`src/rtl/idm_pkg.sv`:
```
// Package: shared types for the dual-space internal data memory.
// Assumes: nothing beyond IEEE 1800-2017.
package idm_pkg;
    // Destination of one access after address/mode steering.
    typedef enum logic [1:0] {
        TGT_NONE = 2'd0,
        TGT_LOW  = 2'd1,
        TGT_HIGH = 2'd2,
        TGT_SFR  = 2'd3
    } idm_tgt_e;
endpackage

```
`src/rtl/idm_steer.sv`:
```
// Module: idm_steer
// Decides whether an access lands in lower RAM, upper RAM or the
// special-function-register space. Assumes the caller has already
// folded stack traffic into indirect mode.
module idm_steer
    import idm_pkg::*;
(
    input  logic     active,
    input  logic     upper_half,
    input  logic     indirect,
    output idm_tgt_e tgt
);
    // Purpose: pick the target from the address half and the mode.
    always_comb begin
        if (!active)
            tgt = TGT_NONE;
        else if (!upper_half)
            tgt = TGT_LOW;
        else if (indirect)
            tgt = TGT_HIGH;
        else
            tgt = TGT_SFR;
    end
endmodule

```
`src/rtl/idm_stack_ptr.sv`:
```
// Module: idm_stack_ptr
// Holds the stack pointer. Push pre-increments and pop post-decrements,
// both wrapping at the pointer width. Assumes push has priority over pop.
module idm_stack_ptr #(
    parameter int           ADDR_W   = 8,
    parameter logic [7:0]   SP_RESET = 8'h07
) (
    input  logic              clk,
    input  logic              rst_n,
    input  logic              push,
    input  logic              pop,
    output logic [ADDR_W-1:0] sp_q,
    output logic [ADDR_W-1:0] sp_inc
);
    localparam logic [ADDR_W-1:0] ONE = {{(ADDR_W-1){1'b0}}, 1'b1};

    // Purpose: next-up address used as the push destination.
    assign sp_inc = sp_q + ONE;

    // Purpose: pointer register with wrap-around update.
    always_ff @(posedge clk) begin
        if (!rst_n)
            sp_q <= ADDR_W'(SP_RESET);
        else if (push)
            sp_q <= sp_inc;
        else if (pop)
            sp_q <= sp_q - ONE;
    end


    push_step_chk: assert property (@(posedge clk) disable iff (!rst_n)
        push |=> sp_q == $past(sp_q) + ONE);


    pop_step_chk: assert property (@(posedge clk) disable iff (!rst_n)
        (pop && !push) |=> sp_q == $past(sp_q) - ONE);
endmodule

```
`src/rtl/idm_ram_bank.sv`:
```
// Module: idm_ram_bank
// One half of the internal RAM: single port, synchronous write, registered
// read that holds its value until the next read. Assumes wr_en and rd_en are
// never high together.
module idm_ram_bank #(
    parameter int AW = 7,
    parameter int DW = 8
) (
    input  logic          clk,
    input  logic          rst_n,
    input  logic          wr_en,
    input  logic          rd_en,
    input  logic [AW-1:0] addr,
    input  logic [DW-1:0] wdata,
    output logic [DW-1:0] rdata
);
    localparam int DEPTH = 1 << AW;

    logic [DW-1:0] mem [DEPTH];

    // Purpose: store the write byte.
    always_ff @(posedge clk) begin
        if (wr_en)
            mem[addr] <= wdata;
    end

    // Purpose: registered read port, cleared by reset.
    always_ff @(posedge clk) begin
        if (!rst_n)
            rdata <= '0;
        else if (rd_en)
            rdata <= mem[addr];
    end
endmodule

```
`src/rtl/idm_top.sv`:
```
// Module: idm_top
// Internal data memory with two storages behind addresses 80H-FFH: upper RAM
// for indirect and stack accesses, and the external special-function-register
// bus for direct accesses. Assumes one strobe per cycle (push may coincide
// with pop, push wins) and a register peripheral that returns its byte one
// cycle after sfr_rd and holds it until the next read.
module idm_top
    import idm_pkg::*;
#(
    parameter int         ADDR_W   = 8,
    parameter int         DATA_W   = 8,
    parameter logic [7:0] SP_RESET = 8'h07
) (
    input  logic              clk,
    input  logic              rst_n,
    input  logic [ADDR_W-1:0] acc_addr,
    input  logic [DATA_W-1:0] acc_wdata,
    input  logic              acc_rd,
    input  logic              acc_wr,
    input  logic              acc_indirect,
    input  logic              stk_push,
    input  logic              stk_pop,
    output logic [DATA_W-1:0] rdata,
    output logic [ADDR_W-1:0] sp_value,
    output logic [ADDR_W-1:0] sfr_addr,
    output logic [DATA_W-1:0] sfr_wdata,
    output logic              sfr_rd,
    output logic              sfr_wr,
    input  logic [DATA_W-1:0] sfr_rdata
);
    localparam int BANK_AW   = ADDR_W - 1;
    localparam int NUM_BANKS = 2;

    logic              stack_op;
    logic              pop_eff;
    logic [ADDR_W-1:0] sp_q;
    logic [ADDR_W-1:0] sp_inc;
    logic [ADDR_W-1:0] eff_addr;
    logic              eff_ind;
    logic              eff_rd;
    logic              eff_wr;
    idm_tgt_e          tgt;
    idm_tgt_e          src_q;
    logic [DATA_W-1:0] bank_q [NUM_BANKS];

    // Purpose: fold stack traffic and normal accesses into one access.
    always_comb begin
        stack_op = stk_push | stk_pop;
        pop_eff  = stk_pop & ~stk_push;
        eff_ind  = stack_op | acc_indirect;
        eff_wr   = stk_push | (acc_wr & ~stack_op);
        eff_rd   = pop_eff  | (acc_rd & ~stack_op);
        if (stk_push)
            eff_addr = sp_inc;
        else if (stk_pop)
            eff_addr = sp_q;
        else
            eff_addr = acc_addr;
    end

    idm_stack_ptr #(
        .ADDR_W  (ADDR_W),
        .SP_RESET(SP_RESET)
    ) u_sp (
        .clk   (clk),
        .rst_n (rst_n),
        .push  (stk_push),
        .pop   (pop_eff),
        .sp_q  (sp_q),
        .sp_inc(sp_inc)
    );

    idm_steer u_steer (
        .active    (eff_rd | eff_wr),
        .upper_half(eff_addr[ADDR_W-1]),
        .indirect  (eff_ind),
        .tgt       (tgt)
    );

    for (genvar b = 0; b < NUM_BANKS; b++) begin : g_bank
        logic hit;
        // Purpose: this bank is the target of the current access.
        assign hit = (b == 0) ? (tgt == TGT_LOW) : (tgt == TGT_HIGH);

        idm_ram_bank #(
            .AW(BANK_AW),
            .DW(DATA_W)
        ) u_bank (
            .clk  (clk),
            .rst_n(rst_n),
            .wr_en(eff_wr & hit),
            .rd_en(eff_rd & hit),
            .addr (eff_addr[BANK_AW-1:0]),
            .wdata(acc_wdata),
            .rdata(bank_q[b])
        );
    end

    // Purpose: drive the special-function-register bus.
    always_comb begin
        sfr_addr  = eff_addr;
        sfr_wdata = acc_wdata;
        sfr_rd    = eff_rd & (tgt == TGT_SFR);
        sfr_wr    = eff_wr & (tgt == TGT_SFR);
    end

    // Purpose: remember which storage answered the last read.
    always_ff @(posedge clk) begin
        if (!rst_n)
            src_q <= TGT_LOW;
        else if (eff_rd)
            src_q <= tgt;
    end

    // Purpose: shared read-data mux.
    always_comb begin
        if (src_q == TGT_SFR)
            rdata = sfr_rdata;
        else if (src_q == TGT_HIGH)
            rdata = bank_q[1];
        else
            rdata = bank_q[0];
    end

    assign sp_value = sp_q;


    low_half_no_sfr_chk: assert property (@(posedge clk) disable iff (!rst_n)
        !eff_addr[ADDR_W-1] |-> !sfr_rd && !sfr_wr);


    direct_wr_to_bus_chk: assert property (@(posedge clk) disable iff (!rst_n)
        (acc_wr && !stack_op && !acc_indirect && acc_addr[ADDR_W-1])
        |-> sfr_wr && sfr_addr == acc_addr && sfr_wdata == acc_wdata);


    indirect_no_bus_chk: assert property (@(posedge clk) disable iff (!rst_n)
        (acc_indirect && (acc_rd || acc_wr)) |-> !sfr_rd && !sfr_wr);


    stack_no_bus_chk: assert property (@(posedge clk) disable iff (!rst_n)
        stack_op |-> !sfr_rd && !sfr_wr);


    rdata_hold_chk: assert property (@(posedge clk) disable iff (!rst_n)
        (!$past(eff_rd) && src_q != TGT_SFR) |-> $stable(rdata));
endmodule

```
`config.mk`:
```
export PLATFORM = sky130hd
export DESIGN_NAME = idm_top
export DESIGN_NICKNAME = d
export VERILOG_FILES = /design/src/rtl/idm_pkg.sv /design/src/rtl/idm_steer.sv /design/src/rtl/idm_stack_ptr.sv /design/src/rtl/idm_ram_bank.sv /design/src/rtl/idm_top.sv
export SDC_FILE = /design/constraint.sdc
export NUM_CORES = 2
export LEC_CHECK = 0
export BUFFER_PORTS_ARGS = -buffer_cell sky130_fd_sc_hd__buf_2
export CAP_MARGIN = 10
export CORE_ASPECT_RATIO = 2
export CORE_UTILIZATION = 45
export DETAILED_ROUTE_END_ITERATION = 10
export PLACE_DENSITY = 0.56
export SETUP_SLACK_MARGIN = 0.3
export SLEW_MARGIN = 20
export SYNTH_ARGS = -nofsm -noshare
export SYNTH_HDL_FRONTEND = slang
export SYNTH_HIERARCHICAL = 1
export SYNTH_SLANG_ARGS = --single-unit
```
`constraint.sdc`:
```
create_clock -name clk -period 4.6 [get_ports clk]
set_clock_uncertainty 0.15 [all_clocks]
set_input_delay 0 -clock clk [delete_from_list [all_inputs] [get_ports clk]]
set_output_delay 0 -clock clk [all_outputs]
set_load 0.01 [all_outputs]
```
; After elaboration in Yosys (flattened, before gate mapping)
; Memory sizes are Yosys's and may differ from the RTL's. A register that Yosys moved wholly into a read port is not among the register bits.
; Index checks and enable logic that the tools add are counted.
[totals]
register_bits = 10
ram_bits = 2048
inputBits = 31
word_cells = 43
n_memories = 2
[memory_table]
columns = memory, words, word_bits, rd, rd_ports_with_merged_regs, wr, line
row1 = g_bank[0].u_bank.mem, 128, 8, 1, 1, 1, idm_ram_bank.sv:19  ; logic [DW-1:0] mem [DEPTH];
row2 = g_bank[1].u_bank.mem, 128, 8, 1, 1, 1, idm_ram_bank.sv:19
[classes]
addsub = 2
eq_ne = 5
mux = 13
bitwise = 16
n_reduce_logical = 3
[ops]
columns = cell, count
row1 = 8-bit two-way mux, 6
row2 = 1-bit bitwise AND, 9
row3 = 8-bit by 1-bit adder with 8-bit output (second input constant), 1
row4 = 2-bit == test (second input constant), 4
row5 = 8-bit by 1-bit subtractor with 8-bit output (second input constant), 1
row6 = 1-bit two-way mux, 5
row7 = 1-bit OR, 5
row8 = 2-bit two-way mux, 2
row9 = 2-bit by 1-bit == test with 1-bit output (second input constant), 1
row10 = 1-bit logical NOT, 2
row11 = 1-bit inverter, 2
row12 = 2-bit nonzero test, 1

; Longest topological paths before layout
[logic_depth]
depth_word = 10
ltp_mapped = 15
depth_no_buf = 13

; Modules after synthesis
; The synthesis kept the hierarchy.
[by_module_without_submodules]
columns = module, n_inst, cells_each, area_per_inst_um2, seq_area_each_um2
row1 = idm_ram_bank, 2, 2270, 40503.8, 30909.6
row2 = idm_top, 1, 86, 570.5, 40.0
row3 = idm_stack_ptr, 1, 65, 554.3, 160.2
row4 = idm_steer, 1, 2, 17.5, 0.0

; Least setup slack after synthesis
; OpenSTA, ideal clock, no wires.
[synth_path]
kind = reg2reg
startpoint = reg u_sp.sp_q[3]
endpoint = mem g_bank[1].u_bank.mem[80][0] (enable)
setup_ns = 0.383
arrival_time_ns = 3.148
t_required_ns = 4.067
path_slack_ns = 0.918
stages_incl_launch_ff = 14
synth_period_minus_slack_ns = 3.682
path_cell_list = dfxtp_1 > buf_2 > and2_1 > nand4_1 > nor2_1 > xor2_1 > nand2_1 > o21ai_1 > and2_1 > nand2b_1 > a21oi_1 > clkbuf_1 > nand3_1 > nor3_1
[synth_via]
elab_chain_cells = 8
elab_cells_between_ends = 9
classes_between = add/sub (1) / eq/ne (1) / mux (6) / bitwise (1)
[synth_lines]
columns = item, line
row1 = "start, declared", idm_stack_ptr.sv:12  ; output logic [ADDR_W-1:0] sp_q,
row2 = "start signal, assigned", idm_stack_ptr.sv:23  ; sp_q <= ADDR_W'(SP_RESET);
row3 = "start signal, assigned", idm_stack_ptr.sv:25  ; sp_q <= sp_inc;
row4 = "start signal, assigned", idm_stack_ptr.sv:27  ; sp_q <= sp_q - ONE;
row5 = 8-bit by 1-bit adder with 8-bit output, idm_stack_ptr.sv:18  ; assign sp_inc = sp_q + ONE;
row6 = named net sp_inc[7], idm_top.sv:37  ; logic [ADDR_W-1:0] sp_inc;
row7 = 8-bit two-way mux, idm_top.sv:53  ; if (stk_push)
row8 = named net sfr_addr[7], idm_top.sv:25  ; output logic [ADDR_W-1:0] sfr_addr,
row9 = 2-bit two-way mux, idm_steer.sv:17  ; else if (!upper_half)
row10 = 2-bit two-way mux, idm_steer.sv:15  ; if (!active)
row11 = named net tgt[1], idm_top.sv:42  ; idm_tgt_e tgt;
row12 = 2-bit == test, idm_top.sv:83  ; assign hit = (b == 0) ? (tgt == TGT_LOW) : (tgt == TGT_HIGH);
row13 = 1-bit bitwise AND, idm_top.sv:91  ; .wr_en(eff_wr & hit),
row14 = 1-bit two-way mux, idm_ram_bank.sv:23  ; if (wr_en)
row15 = 1-bit two-way mux (not written as such), idm_ram_bank.sv:24  ; mem[addr] <= wdata;
row16 = "end, declared", idm_ram_bank.sv:19
; The timed path passes the listed nets, and every way through them passes these cells.

; Final worst setup path
[layout_path]
startpoint = reg u_sp.sp_q[0]
endpoint = reg g_bank[0].u_bank.rdata[0] (read register of g_bank[0].u_bank.mem)
[layout_via]
elab_cells_between_ends = 7
classes_between = add/sub (1) / eq/ne (1) / mux (4) / bitwise (1)
[layout_lines]
columns = item, line
row1 = 8-bit by 1-bit adder with 8-bit output, idm_stack_ptr.sv:18
row2 = named net sp_inc[0], idm_top.sv:37
row3 = 8-bit two-way mux, idm_top.sv:53
row4 = "end, declared", idm_ram_bank.sv:15  ; output logic [DW-1:0] rdata
; The timed path passes the listed nets, and every way through them passes these cells.
; A chain may end at the register's enable or synchronous reset.

==> impl_metrics.env <==
export IMPL_postSynthAreaPerCell_um2=17.5
export IMPL_setup_viol=0
export IMPL_drt_iter0_drc=5308
export IMPL_routed_via_density=6.36
export IMPL_crit_required_ps=5170
export IMPL_cts_sinks=2074
export IMPL_synth_fa_ha_area_share_pct=0.0305
export IMPL_top_level_ports=65
export IMPL_period_minus_slack_ps=4300
export IMPL_holdWs_ps=39.3
export IMPL_grt_max_degree=135
export IMPL_p_total_mw=43.3
export IMPL_synthXorXnorAreaFrac_pct=0.107
export IMPL_synth_compound_area_share_pct=8.89
export IMPL_synth_nets=4726
export IMPL_crit_fanout=23
export IMPL_yosysSeqAreaShare_pct=75.5
export IMPL_synth_simple_area_share_pct=3.99
export IMPL_num_vias=49500
export IMPL_synth_seq_cells=2074
export IMPL_start_kind="flop"
export IMPL_grt_pass1_vias=49800
export IMPL_max_slew_margin_rel_pct=21.8
export IMPL_setup_slack_ps=297
export IMPL_fin_setup_tns_ps=0
export IMPL_detail_route_first_pass_iterations=6
export IMPL_layout_drive_gt1_share_pct=25.1
export IMPL_rsz0062_at_grt="no"
export IMPL_path_clk_slew_ps=70
export IMPL_worstPathArrival_ps=4870
export IMPL_die_w_um=304
export IMPL_cts_made_buffers=183
export IMPL_synth_mux_area_share_pct=8.98
export IMPL_crit_chain="inv_1 > ha_1 > nand2_1 > o21ai_4 > buf_12 > or2_2 > nor2_1 > buf_4 > a221oi_1 > o22ai_1 > nor4_2 > o32ai_1"
export IMPL_async_flop_share_pct=0
export IMPL_nNetsFinal=5334
export IMPL_fill_cells=14600
export IMPL_pre_cts_ws_ps=332
export IMPL_irDropWorstVdd_mv=0.329
export IMPL_hpwl_um=195000
export IMPL_cts_max_level=4
export IMPL_antenna_found_initial=13
export IMPL_worstSkewPairLatency_ps=870
export IMPL_gp_congestion=1.00
export IMPL_yosys_warnings=6
export IMPL_core_mm2=0.181
export IMPL_ys_flop_type="edfxtp_1"
export IMPL_die_area_mm2=0.184
export IMPL_grt_ovfl_total=0
export IMPL_powerDensity_mw_per_mm2=455
export IMPL_critical_path_slowest_cell="nor4_2"
export IMPL_hp_class="primary input to flop"
export IMPL_p_leak_nw=31.1
export IMPL_die_y_um=606
export IMPL_cts_tree="done"
export IMPL_max_freq_ghz=0.232
export IMPL_ant_nets=0
export IMPL_post_route_util_pct=52.6
export IMPL_track_usage_pct=31.1
export IMPL_cts_root_buf="clkbuf_16"
export IMPL_crit_type="flop to flop"
export IMPL_status="finished, final reports clean"
export IMPL_crit_path_end_kind="flop"
export IMPL_wl_per_cell_um=37.2
export IMPL_ys_types=76
export IMPL_portBuffers=64
export IMPL_synth_edf_count=2048
export IMPL_rows=221
export IMPL_synth_top_family_by_area="multiplexers"
export IMPL_syn_inst=4693
export IMPL_area_delta_synth_final_pct=15.9
export IMPL_drcViolationCount=0
export IMPL_grt_pass1_wl_um=397000
export IMPL_min_period_over_period_pct=93.5
export IMPL_drt_wl_total_um=289000
export IMPL_clockBufferDepth=4
export IMPL_slew_viol_final=0
export IMPL_slowest_delay_ps=680
export IMPL_worst_pin_slew_ps=1160
export IMPL_floorplan_initialDensity_pct=45.4
export IMPL_drv_cap=0
export IMPL_finalHoldViolations=0
export IMPL_synth_cell_area_mm2=0.0822
worst paths after layout:
check | from | end | slack, ps | cells past startpoint
worst max-delay path | u_sp/sp_q[0] | g_bank[0].u_bank/rdata[0] | 300 | 12
worst min-delay path | acc_wdata[0] | g_bank[1].u_bank/mem[34][0] | 40 | 2
worst max register to register | u_sp/sp_q[0] | g_bank[0].u_bank/rdata[0] | 300 | 12
worst min register to register | g_bank[1].u_bank/rdata[6] | g_bank[1].u_bank/rdata[6] | 310 | 2
synth_stat cells (16+ instances only):
library cell  instances  share of area, %
edfxtp_1           2048                75
dfxtp_1              26              0.63
a311oi_1             18              0.19
o221ai_1             60              0.64
a21oi_1             113              0.69
a31oi_1              24              0.18
mux2_2              178               2.4
nand3_1              47              0.29
a221o_1              46              0.56
a22o_1               18              0.19
buf_2               121              0.74
buf_4                56              0.51
mux2i_1             195               2.4
nor2_1              393               1.8
o211ai_1             17              0.16
a22oi_1              92              0.84
a221oi_1            304               3.2
nor3_1               24              0.15
nand2_1             206              0.94
o2bb2ai_1            16              0.17
o21ai_0             109              0.66
o22ai_1              20              0.15
clkbuf_1            109              0.50
buf_6                44              0.60
mux4_2              152               4.2
kinds of logic after synthesis:
group | count (synthesis)
AND/OR/NAND/NOR | 769
adder cells (fa/ha/maj) | 2
AO/OA/AOI/OAI | 955
multiplexers | 525
flip-flops | 2074
buffers and inverters | 358
XOR/XNOR | 10
what timing repair did:
item / CTS / global route
hold buffers: 22 / 0
resized for setup: 0 / 14
endpoints found under the setup margin: 0 / 104
hold endpoints to repair: 1582 / 0
buffers inserted: 0 / 1
cells in the final DEF (no fill, tap or decap), drive strengths merged, types with 9 or more instances in the layout:
master | synthesis | layout
o211ai | 17 | 17
mux2i | 195 | 195
bufinv | 0 | 13
edfxtp | 2048 | 2048
mux2 | 178 | 178
dlygate4sd3 | 0 | 22
and2 | 12 | 13
o31ai | 11 | 11
mux4 | 152 | 152
o22a | 12 | 12
a22o | 18 | 18
nor2b | 13 | 13
clkbuf | 109 | 222
o221ai | 60 | 60
a31oi | 24 | 24
a22oi | 92 | 92
o21ai | 119 | 119
buf | 231 | 740
a221oi | 304 | 304
a221o | 46 | 46
a21oi | 113 | 113
inv | 16 | 17
o32ai | 9 | 9
a2111oi | 10 | 10
clkinv | 2 | 87
nand2b | 10 | 10
dfxtp | 26 | 26
o2bb2ai | 16 | 16
nand2 | 206 | 206
a311oi | 18 | 18
nand4 | 13 | 13
nor3 | 24 | 24
nand3 | 47 | 47
a211oi | 12 | 12
nor2 | 397 | 397
and3 | 10 | 10
o22ai | 20 | 20
per-stage QoR:
step / cells / area [um2]
floorplan: 4693 / 82200
global placement: 7431 / 89300
detailed placement: 7431 / 89300
CTS: 7777 / 95100
global route: 7782 / 95200
finish: 7786 / 95200
sequential cells by signal, indices dropped and copies added (netlist names):
register,cells
src_q,2
u_sp/sp_q,8
g_bank.u_bank/mem,2048
g_bank.u_bank/rdata,16
cell type report:
class | count | area [um2] | share of cell area (%)
diodes | 5 | 12.5 | 0.0131
clock buffers | 222 | 4810 | 5.05
multi-input cells | 2262 | 18300 | 19.2
clock inverters | 102 | 801 | 0.841
well taps | 2341 | 2930 | 3.08
inverters | 18 | 67.6 | 0.0709
flip-flops and latches | 2074 | 62000 | 65.1
repair buffers | 762 | 6300 | 6.61
power breakdown:
group / internal, mW / switching, mW / total (mW)
combinational: 2.43 / 5.05 / 7.49
sequential: 20.8 / 0.0398 / 20.9
clock: 8.15 / 6.85 / 15.0
critical path, delay by kind of cell, from the launching register on:
family | cells | cell delay, ps
AOI/OAI and AO/OA | 4 | 910
adders and majority gates | 1 | 320
buffers and inverters | 3 | 690
and+or+nand+nor | 4 | 1650
DFF | 1 | 400
routing by layer:
metal  GRT usage, %  up-vias  part of all wire [%]
li1               -    20400                     -
met1           31.8    25900                    32
met2           55.7     2403                    52
met3           4.89      861                   6.1
met4           26.4       10                   9.9
met5              0        -                 0.022
(Power assumes the default switching activity.)
